$ cat src/rtl/bridge_pkg.sv
// Shared constants and types for the byte-wide indirect access bridge.
// Assumes four-byte windows and a 32-bit internal word.
package bridge_pkg;
    localparam int WIN_BYTES = 4;
    localparam int LANE_W    = $clog2(WIN_BYTES);
    localparam int WORD_W    = 8 * WIN_BYTES;

    // Window kinds, in the address order the decoder relies on
    typedef enum logic [2:0] {
        WIN_WDATA = 3'd0,
        WIN_WADDR = 3'd1,
        WIN_RADDR = 3'd2,
        WIN_RDATA = 3'd3,
        WIN_STAT  = 3'd4,
        WIN_NONE  = 3'd5
    } win_e;

    typedef struct packed {
        win_e              win;
        logic [LANE_W-1:0] lane;
    } sel_t;
endpackage

$ cat src/rtl/bridge_decode.sv
// Address decoder: maps a byte address to a window kind and a byte lane.
// Assumes the four windows are contiguous from BASE, with the status byte right after them.
module bridge_decode
    import bridge_pkg::*;
#(
    parameter int             AW   = 12,
    parameter logic [AW-1:0]  BASE = 12'hC85
) (
    input  logic [AW-1:0] addr,
    output sel_t          sel
);
    localparam logic [AW-1:0] SPAN = AW'(4 * WIN_BYTES);

    logic [AW-1:0] off;

    // Offset from base, then split into window index and lane
    always_comb begin
        off = addr - BASE;
        sel.lane = off[LANE_W-1:0];
        if (off < SPAN)
            sel.win = win_e'({1'b0, off[LANE_W+1:LANE_W]});
        else if (off == SPAN)
            sel.win = WIN_STAT;
        else
            sel.win = WIN_NONE;
    end
endmodule

$ cat src/rtl/bridge_stage.sv
// Staging registers for write data, write address and read address.
// Also produces the launch pulses when the top lane of an address window is written.
// Exports each address window's next value, so a launch includes the byte written that cycle.
module bridge_stage
    import bridge_pkg::*;
(
    input  logic              clk,
    input  logic              rst_n,
    input  logic              wr_en,
    input  sel_t              sel,
    input  logic [7:0]        wbyte,
    output logic [WORD_W-1:0] wdata_q,
    output logic [WORD_W-1:0] waddr_q,
    output logic [WORD_W-1:0] raddr_q,
    output logic [WORD_W-1:0] waddr_d,
    output logic [WORD_W-1:0] raddr_d,
    output logic              fire_wr,
    output logic              fire_rd
);
    localparam logic [LANE_W-1:0] TOP_LANE = LANE_W'(WIN_BYTES - 1);

    logic [WORD_W-1:0] wdata_d;

    for (genvar l = 0; l < WIN_BYTES; l++) begin : g_lane
        logic hit;
        assign hit = wr_en && (sel.lane == LANE_W'(l));
        // Next value of each lane: replaced when addressed, else held
        assign wdata_d[l*8 +: 8] = (hit && sel.win == WIN_WDATA) ? wbyte : wdata_q[l*8 +: 8];
        assign waddr_d[l*8 +: 8] = (hit && sel.win == WIN_WADDR) ? wbyte : waddr_q[l*8 +: 8];
        assign raddr_d[l*8 +: 8] = (hit && sel.win == WIN_RADDR) ? wbyte : raddr_q[l*8 +: 8];
    end

    // Launch pulses on a write to the top lane of an address window
    assign fire_wr = wr_en && sel.win == WIN_WADDR && sel.lane == TOP_LANE;
    assign fire_rd = wr_en && sel.win == WIN_RADDR && sel.lane == TOP_LANE;

    // Staging storage
    always_ff @(posedge clk) begin
        if (!rst_n) begin
            wdata_q <= '0;
            waddr_q <= '0;
            raddr_q <= '0;
        end else begin
            wdata_q <= wdata_d;
            waddr_q <= waddr_d;
            raddr_q <= raddr_d;
        end
    end
endmodule

$ cat src/rtl/bridge_xfer.sv
// Internal access engine: a request/acknowledge handshake with one access outstanding.
// Snapshots the address and data at launch, captures the read result on acknowledge,
// and keeps the sticky overrun flag. Assumes ext_ack is only meaningful while ext_req is high.
module bridge_xfer
    import bridge_pkg::*;
(
    input  logic              clk,
    input  logic              rst_n,
    input  logic              fire_wr,
    input  logic              fire_rd,
    input  logic              stat_clr,
    input  logic [WORD_W-1:0] waddr_d,
    input  logic [WORD_W-1:0] raddr_d,
    input  logic [WORD_W-1:0] wdata_q,
    input  logic              ext_ack,
    input  logic [WORD_W-1:0] ext_rdata,
    output logic              ext_req,
    output logic              ext_we,
    output logic [WORD_W-1:0] ext_addr,
    output logic [WORD_W-1:0] ext_wdata,
    output logic [WORD_W-1:0] rd_q,
    output logic              ovr_q
);
    logic launch;
    assign launch = fire_wr || fire_rd;

    // Handshake: launch when idle, drop the request on acknowledge
    always_ff @(posedge clk) begin
        if (!rst_n) begin
            ext_req   <= 1'b0;
            ext_we    <= 1'b0;
            ext_addr  <= '0;
            ext_wdata <= '0;
        end else if (ext_req) begin
            if (ext_ack)
                ext_req <= 1'b0;
        end else if (launch) begin
            ext_req  <= 1'b1;
            ext_we   <= fire_wr;
            ext_addr <= fire_wr ? waddr_d : raddr_d;
            if (fire_wr)
                ext_wdata <= wdata_q;
        end
    end

    // Read result capture on the acknowledge of a read
    always_ff @(posedge clk) begin
        if (!rst_n)
            rd_q <= '0;
        else if (ext_req && ext_ack && !ext_we)
            rd_q <= ext_rdata;
    end

    // Sticky overrun: set by a launch while busy, cleared by a status write
    always_ff @(posedge clk) begin
        if (!rst_n)
            ovr_q <= 1'b0;
        else if (launch && ext_req)
            ovr_q <= 1'b1;
        else if (stat_clr)
            ovr_q <= 1'b0;
    end
endmodule

$ cat src/rtl/bridge_rdmux.sv
// Byte read-back: picks the addressed byte of a window or the status byte.
// Registers it on a read strobe and holds it otherwise. Unmapped addresses give 0.
module bridge_rdmux
    import bridge_pkg::*;
(
    input  logic              clk,
    input  logic              rst_n,
    input  logic              rd_en,
    input  sel_t              sel,
    input  logic [WORD_W-1:0] wdata_q,
    input  logic [WORD_W-1:0] waddr_q,
    input  logic [WORD_W-1:0] raddr_q,
    input  logic [WORD_W-1:0] rd_q,
    input  logic              busy,
    input  logic              ovr,
    output logic [7:0]        rdata
);
    logic [7:0] pick;

    // Combinational byte select
    always_comb begin
        case (sel.win)
            WIN_WDATA: pick = wdata_q[sel.lane*8 +: 8];
            WIN_WADDR: pick = waddr_q[sel.lane*8 +: 8];
            WIN_RADDR: pick = raddr_q[sel.lane*8 +: 8];
            WIN_RDATA: pick = rd_q[sel.lane*8 +: 8];
            WIN_STAT:  pick = {6'b0, ovr, busy};
            default:   pick = 8'h00;
        endcase
    end

    // Output register, loaded only on a read strobe
    always_ff @(posedge clk) begin
        if (!rst_n)
            rdata <= 8'h00;
        else if (rd_en)
            rdata <= pick;
    end
endmodule

$ cat src/rtl/byte_reg_bridge.sv
// Top level of the byte-wide indirect access bridge.
// Connects the decoder, the staging registers, the access engine and the read-back.
// Assumes the byte side never strobes bus_wr and bus_rd in the same cycle.
module byte_reg_bridge
    import bridge_pkg::*;
#(
    parameter int            AW   = 12,
    parameter logic [AW-1:0] BASE = 12'hC85
) (
    input  logic              clk,
    input  logic              rst_n,
    input  logic [AW-1:0]     bus_addr,
    input  logic              bus_wr,
    input  logic              bus_rd,
    input  logic [7:0]        bus_wdata,
    output logic [7:0]        bus_rdata,
    output logic              ext_req,
    output logic              ext_we,
    output logic [WORD_W-1:0] ext_addr,
    output logic [WORD_W-1:0] ext_wdata,
    input  logic              ext_ack,
    input  logic [WORD_W-1:0] ext_rdata
);
    sel_t              sel;
    logic [WORD_W-1:0] wdata_q, waddr_q, raddr_q, waddr_d, raddr_d, rd_q;
    logic              fire_wr, fire_rd, ovr_q, stat_clr;

    // Clear request for the overrun flag
    assign stat_clr = bus_wr && sel.win == WIN_STAT && bus_wdata[0];

    bridge_decode #(.AW(AW), .BASE(BASE)) u_dec (
        .addr (bus_addr),
        .sel  (sel)
    );

    bridge_stage u_stage (
        .clk     (clk),
        .rst_n   (rst_n),
        .wr_en   (bus_wr),
        .sel     (sel),
        .wbyte   (bus_wdata),
        .wdata_q (wdata_q),
        .waddr_q (waddr_q),
        .raddr_q (raddr_q),
        .waddr_d (waddr_d),
        .raddr_d (raddr_d),
        .fire_wr (fire_wr),
        .fire_rd (fire_rd)
    );

    bridge_xfer u_xfer (
        .clk       (clk),
        .rst_n     (rst_n),
        .fire_wr   (fire_wr),
        .fire_rd   (fire_rd),
        .stat_clr  (stat_clr),
        .waddr_d   (waddr_d),
        .raddr_d   (raddr_d),
        .wdata_q   (wdata_q),
        .ext_ack   (ext_ack),
        .ext_rdata (ext_rdata),
        .ext_req   (ext_req),
        .ext_we    (ext_we),
        .ext_addr  (ext_addr),
        .ext_wdata (ext_wdata),
        .rd_q      (rd_q),
        .ovr_q     (ovr_q)
    );

    bridge_rdmux u_rdmux (
        .clk     (clk),
        .rst_n   (rst_n),
        .rd_en   (bus_rd),
        .sel     (sel),
        .wdata_q (wdata_q),
        .waddr_q (waddr_q),
        .raddr_q (raddr_q),
        .rd_q    (rd_q),
        .busy    (ext_req),
        .ovr     (ovr_q),
        .rdata   (bus_rdata)
    );
endmodule

$ cat config.mk
export PLATFORM = sky130hd
export DESIGN_NAME = byte_reg_bridge
export DESIGN_NICKNAME = d
export VERILOG_FILES = /design/src/rtl/bridge_pkg.sv /design/src/rtl/bridge_decode.sv /design/src/rtl/bridge_stage.sv /design/src/rtl/bridge_xfer.sv /design/src/rtl/bridge_rdmux.sv /design/src/rtl/byte_reg_bridge.sv
export SDC_FILE = /design/constraint.sdc
export NUM_CORES = 1
export LEC_CHECK = 0
export BUFFER_PORTS_ARGS = -buffer_cell sky130_fd_sc_hd__buf_2
export CAP_MARGIN = 20
export CORE_MARGIN = 5
export CORE_UTILIZATION = 30
export DETAILED_ROUTE_END_ITERATION = 7
export PLACE_DENSITY = 0.6
export SYNTH_ARGS = -nofsm -noshare
export SYNTH_HDL_FRONTEND = slang
export SYNTH_SLANG_ARGS = --single-unit
$ cat constraint.sdc
create_clock -name clk -period 3.13 [get_ports clk]
set_input_delay 0 -clock clk [delete_from_list [all_inputs] [get_ports clk]]
set_output_delay 0 -clock clk [all_outputs]
set_load 0.05 [all_outputs]
## Word level (Yosys, flattened, before mapping)

Index checks and enable logic that the tools add are counted.

| operators by class | value |
|---|---|
| equal/unequal tests | 8 |
| $lt $le $gt $ge | 1 |
| shifts and indexed selects | 4 |
| add/subtract/negate cells | 1 |
| bitwise logic cells | 1 |
| muxes and demuxes | 17 |
| reduce and logical (&&, ||, !) cells | 32 |

Operators with widths:

| cell | count |
|---|---|
| 32-bit by 6-bit variable part select with 8-bit output | 4 |
| 8-bit 2-to-1 mux | 8 |
| 8-bit one-hot mux with 5 select lines | 1 |
| 32-bit 2-to-1 mux | 1 |
| 1-bit logical AND | 25 |
| 12-bit by 5-bit == test with 1-bit output, second input constant | 1 |
| 12-bit by 5-bit < comparator with 1-bit output, second input constant | 1 |
| 12-bit subtractor, second input constant | 1 |
| 3-bit by 2-bit == test with 1-bit output, second input constant | 2 |
| 1-bit 2-to-1 mux | 6 |
| 2-bit == test, second input constant | 2 |
| 3-bit by 1-bit == test with 1-bit output, second input constant | 1 |
| 3-bit == test, second input constant | 1 |
| 3-bit logical NOT | 1 |
| 3-bit 2-to-1 mux | 1 |
| 3-bit AND reduction | 1 |
| 2-bit by 1-bit == test with 1-bit output, second input constant | 1 |
| 2-bit logical NOT | 1 |
| 2-bit AND reduction | 1 |
| 2-bit nonzero test | 1 |
| 1-bit logical NOT | 1 |
| 1-bit logical OR | 1 |
| 1-bit inverter | 1 |

| storage, ports and cells | value |
|---|---|
| input bits | 57 |
| output and inout bits | 74 |
| word-level logic and storage cells | 77 |
| register bits | 203 |

## Depth between registers and ports, before layout

| logic depth | value |
|---|---|
| depth after elaboration | 10 |
| gate-level depth with buffers | 15 |
| mapped depth without buffers | 11 |

## Modules after synthesis

Synthesis repeated with hierarchy kept, for this count alone.

| second synthesis, totals | value |
|---|---|
| cells, all modules | 1,056 |
| area, all modules | 10,144.7 um^2 |

Modules (own cells, without submodules):

| module | cells each | area an instance (um^2) | seq. area each (um^2) | times used |
|---|---|---|---|---|
| bridge_stage | 417 | 4,346.7 | 1,921.8 | 1 |
| bridge_xfer | 406 | 3,965.1 | 1,981.9 | 1 |
| bridge_rdmux | 187 | 1,511.4 | 160.2 | 1 |
| bridge_decode | 44 | 309.0 | 0.0 | 1 |
| byte_reg_bridge | 2 | 12.5 | 0.0 | 1 |

## Worst setup path after synthesis

OpenSTA, ideal clock, no wires.

| timing path | value |
|---|---|
| kind | input to register |
| from | input bus_addr[0] |
| to | register u_xfer.ext_addr[10] |
| path buffers | 4 |
| stages on the path | 15 |
| slack | -0.157 ns |
| setup time | 0.120 ns |
| arrival time | 3.167 ns |
| data required time | 3.010 ns |
| cells stage by stage | buf_2 clkinv_1 ha_1 buf_6 or4b_4 nor4b_2 a311oi_1 a211o_1 nor3_1 buf_2 nand3_1 buf_2 o22a_1 o22ai_1 o31ai_2 |

| between the ends | value |
|---|---|
| word-level cells in the longest chain between the ends | 9 |
| elaborated cells between the ends (all ways) | 21 |
| those cells by class | add/sub (1); order compare (1); eq/ne (5); mux (5); reduce/logical (9) |

RTL lines:

| element | line | source |
|---|---|---|
| start: declaration | byte_reg_bridge.sv:12 | `input logic [AW-1:0] bus_addr,` |
| 12-bit subtractor (*) | bridge_decode.sv:18 | `off = addr - BASE;` |
| parallel branches: the longest is 8 deep, another holds 12-bit by 5-bit < comparator with 1-bit output | n/a |  |
| end signal: assignment | bridge_xfer.sv:40 | `ext_addr <= fire_wr ? waddr_d : raddr_d;` |
| end: declaration | bridge_xfer.sv:19 | `output logic [WORD_W-1:0] ext_addr,` |

Mark *: on every way between the ends.
A chain may end at the register's enable or synchronous reset.

## Worst setup path in the final report

| timing path | value |
|---|---|
| from | input bus_addr[0] |
| to | register u_rdmux.rdata[0] |

| between the ends | value |
|---|---|
| word-level cells in the longest chain between the ends | 6 |
| elaborated cells between the ends (all ways) | 15 |
| those cells by class | add/sub (1); order compare (1); eq/ne (5); shift (4); mux (3); reduce/logical (1) |

RTL lines:

| element | line | source |
|---|---|---|
| 12-bit subtractor (*) | bridge_decode.sv:18 |  |
| parallel branches: the longest is 4 deep, another holds 12-bit by 5-bit < comparator with 1-bit output | n/a |  |
| 8-bit one-hot mux with 5 select lines (*) | bridge_rdmux.sv:22 | `case (sel.win)` |
| end signal: assignment | bridge_rdmux.sv:37 | `rdata <= pick;` |
| end: declaration | bridge_rdmux.sv:16 | `output logic [7:0] rdata` |

Marked as above.

==> summary.txt <==
Pwr
  • Reported leakage power: 4.59 nW
  • Power density over the cells: 456 mW/mm^2
  • Worst VDD drop: 0.283 mV
  • Overall power: 0.00552 W

Synth
  • Biggest area contributors in the synthesized netlist: sky130_fd_sc_hd__dfxtp_1 (42%), sky130_fd_sc_hd__nand2_1 (12%), sky130_fd_sc_hd__a21boi_0 (8.1%), sky130_fd_sc_hd__mux2i_1 (7.9%), sky130_fd_sc_hd__nor2b_1 (4.1%)
  • Area fraction of the dominant cell type after synthesis: 0.424
  • Fraction of registers with async set/reset: 0
  • Dominant synthesized flop cell: sky130_fd_sc_hd__dfxtp_1
  • Number of distinct library cell variants in the gate-level netlist after synthesis: 74
  • Cell with the most instances after synthesis: sky130_fd_sc_hd__nand2_1
  • Number of warnings reported in the yosys synthesis log: 0
  • Combinational family with the most area after synthesis: compound AO/OA/AOI/OAI gates
  • Fraction of the mapped netlist area in simple logic gates: 0.217
  • Leading cell types by count after synthesis: sky130_fd_sc_hd__nand2_1 (299), sky130_fd_sc_hd__dfxtp_1 (203), sky130_fd_sc_hd__a21boi_0 (104)
  • Sequential-to-total area share from yosys stat: 0.424
  • Multiplexer area fraction after synthesis: 0.0887
  • Post-synthesis share of cell area spent on xor and xnor gates: 0.00365
  • Adder and majority cell fraction of the synthesized area: 0.00652
  • Cell area after synthesis: 0.00959 mm^2
  • Post-synthesis sequential element count: 203
  • Post-synthesis net count: 1186
  • Mean instance size in the synthesized netlist: 8.53 um^2
  • EDFF count, synth: 0
  • Leading area contributor after synthesis: sky130_fd_sc_hd__dfxtp_1
  • Post-Syn Instances: 1124
  • Post-synthesis compound-gate area fraction: 0.223

STA
  • Worst relative slew slack: 0.479
  • Final period demand of the worst path: 3.03 ns
  • Worst setup skew after layout: 0.0176 ns
  • Tcrit/Tclk final: 0.968
  • Number of slew-limit violations in the final report: 0
  • Final Hold Slack: 0.125 ns
  • # setup viols final: 0
  • Peak clock frequency supported by timing: 0.330 GHz
  • Final hold viol count: 0
  • Transition time at the pin with the least slew margin: 0.782 ns

Drt
  • DRC violation total after the first TritonRoute iteration: 824
  • 1st-pass router iterations: 5
  • Via count: 8756
  • Number of vias per cell: 5.08
  • DRT Wirelength: 33.0 mm
  • Drt drc: 0
  • Mean routed wirelength per cell: 19.1 um
  • ANT nets after route: 0

Global route
  • Wire length of the first global-routing pass: 51.2 mm
  • Largest net degree at the start of global routing: 97
  • Vias in the first global route: 8616
  • Overflow left after global routing: 0
  • Global-route total usage across every layer: 0.181
  • Number of antenna violations at the first check in global routing: 0

Die
  • Count of boundary I/O pins: 131
  • Core Box Area: 0.0316 mm^2
  • Starting density of the core: 0.304
  • Area of the die: 0.0356 mm^2
  • Chip height: 189 um
  • Core Rows: 65
  • Horizontal die dimension: 189 um

Final layout
  • Ant. Diodes: 0
  • Total of fill cells in the finished design: 3223
  • Storage cell area: 0.00406 mm^2
  • Fin nets: 1367
  • Area of the multi-input gates: 0.00520 mm^2
  • Area added between synthesis and finish: 26.3%
  • Ratio of cells with drive above 1 in the final layout: 0.214

Clock tree
  • TritonCTS clock tree: built
  • Buffer depth of the longest clock path: 3
  • Worst-Skew Late Latency: 0.52 ns
  • H-tree levels: 1
  • # clock sinks: 203
  • Clock-pin slew on the worst setup and hold paths: 0.06 ns
  • Number of clock buffers inserted by TritonCTS: 23
  • Root buffer cell: sky130_fd_sc_hd__clkbuf_16

Setup path
  • Slowest cell delay on critical path: 0.58 ns
  • Worst-path maximum fanout: 7
  • Critical path launch point type: primary input
  • Library cell contributing the largest single delay on the critical path: sky130_fd_sc_hd__dlygate4sd3_1
  • Data required time at the worst endpoint: 3.58 ns
  • Crit path kind: primary input to flop
  • Arrival time worst endpoint: 3.49 ns
  • Crit path cell chain: buf_2 > clkinv_4 > ha_1 > or4b_4 > or4b_4 > o221a_4 > a211oi_4 > nand2_2 > nor2_1 > buf_4 > a211oi_1 > o31a_1 > o31ai_1 > dlygate4sd3_1
  • Critical path endpoint category: flop
  • Top cell by count, worst path: sky130_fd_sc_hd__or4b_4

Placement
  • Count of port buffers added during placement: 130
  • Placer Congestion: 0.946
  • DPL Wire Length: 23.8 mm

Run status
  • Status: complete, no violations

Worst hold path
  • Type of the worst min-delay path: primary input to flop

Job
  • Max capacitance violation total: 0
power by group:
group | switching (W) | internal [W] | total, W
sequential | 0.000000243 | 0.00258 | 0.00258
combinational | 0.000215 | 0.000160 | 0.000375
clock | 0.00108 | 0.00149 | 0.00256
final cells by class:
| type | count | area share |
|---|---|---|
| tap | 402 | 0.0415 |
| inverter | 8 | 0.00289 |
| multi-input combinational | 836 | 0.429 |
| sequential | 203 | 0.335 |
| clock inverter | 4 | 0.00279 |
| timing repair buffer | 233 | 0.132 |
| clock buffer | 37 | 0.0560 |
timing repair:
action,4_1_cts,5_1_grt
hold endpoints to repair,85,0
resized for setup,0,7
hold buffers,46,0
endpoints found under the setup margin,0,1
setup buffers,0,1
cells by family after synthesis:
group,after synthesis
simple gates,464
compound gates,279
flops,203
buf+inv,85
mux,84
fa+ha+maj,5
xor+xnor,4
worst max-delay path: cells and delay by family:
kind / cells / cell delay, ns
buffers and inverters: 4 / 0.89
adder cells (fa/ha/maj): 1 / 0.21
AO/OA/AOI/OAI: 5 / 1.03
AND/OR/NAND/NOR: 4 / 1.36
cells in the final DEF (no fill, tap or decap), types with 4 or more instances in the layout:
cell	n
sky130_fd_sc_hd__a211oi_1	6
sky130_fd_sc_hd__a21boi_0	104
sky130_fd_sc_hd__a21boi_1	10
sky130_fd_sc_hd__a21oi_1	22
sky130_fd_sc_hd__a22oi_1	5
sky130_fd_sc_hd__a31oi_1	10
sky130_fd_sc_hd__a32o_1	4
sky130_fd_sc_hd__buf_12	4
sky130_fd_sc_hd__buf_2	129
sky130_fd_sc_hd__buf_4	53
sky130_fd_sc_hd__clkbuf_1	9
sky130_fd_sc_hd__clkbuf_16	23
sky130_fd_sc_hd__clkbuf_8	5
sky130_fd_sc_hd__dfxtp_1	203
sky130_fd_sc_hd__dlygate4sd3_1	46
sky130_fd_sc_hd__ha_1	5
sky130_fd_sc_hd__inv_1	7
sky130_fd_sc_hd__mux2_2	8
sky130_fd_sc_hd__mux2i_1	76
sky130_fd_sc_hd__nand2_1	298
sky130_fd_sc_hd__nand2b_1	5
sky130_fd_sc_hd__nand3_1	17
sky130_fd_sc_hd__nor2_1	38
sky130_fd_sc_hd__nor2_2	8
sky130_fd_sc_hd__nor2b_1	63
sky130_fd_sc_hd__nor3_1	4
sky130_fd_sc_hd__o21ai_0	20
sky130_fd_sc_hd__o22ai_1	24
sky130_fd_sc_hd__o31ai_1	12
sky130_fd_sc_hd__o31ai_2	20
sky130_fd_sc_hd__or2_2	4
per-stage QoR:
stage / util / area, um^2 / TNS (ns) / instances / worst slack (ns)
3_5_place_dp: 0.346 / 10900 / 0 / 1635 / 0.0514
2_1_floorplan: - / 9600 / 0 / 1124 / 0.0513
3_3_place_gp: 0.346 / 10900 / 0 / 1635 / 0.103
5_1_grt: 0.384 / 12100 / -0.0248 / 1723 / -0.0248
4_1_cts: 0.383 / 12100 / 0 / 1722 / 0.0828
6_report: 0.384 / 12100 / 0 / 1723 / 0.0986
worst paths after layout:
path	startpoint	to	slack [ns]	depth (start not counted)
worst min-delay path	bus_addr[5]	u_xfer.ovr_q	0.12	7
worst min register to register	u_xfer.ext_wdata[5]	u_xfer.ext_wdata[5]	0.45	2
worst max register to register	u_xfer.rd_q[8]	u_rdmux.rdata[0]	1.11	6
worst max-delay path	bus_addr[0]	u_rdmux.rdata[0]	0.1	14
state kept, by name (all words and copies together) (netlist names):
name              count
u_xfer.ovr_q          1
u_rdmux.rdata         8
u_stage.waddr_q      32
u_xfer.ext_wdata     32
u_stage.raddr_q      32
u_xfer.rd_q          32
u_xfer.ext_req        1
u_stage.wdata_q      32
u_xfer.ext_we         1
u_xfer.ext_addr      32
per-layer routing:
metal,track usage,share of wire,vias to the layer above
met5,0,0,-
met4,0.0462,0.026,0
met3,0.0285,0.068,54
met2,0.286,0.45,318
met1,0.257,0.46,4127
li1,-,-,4257
Note: power is estimated with default switching activity, not from simulation.
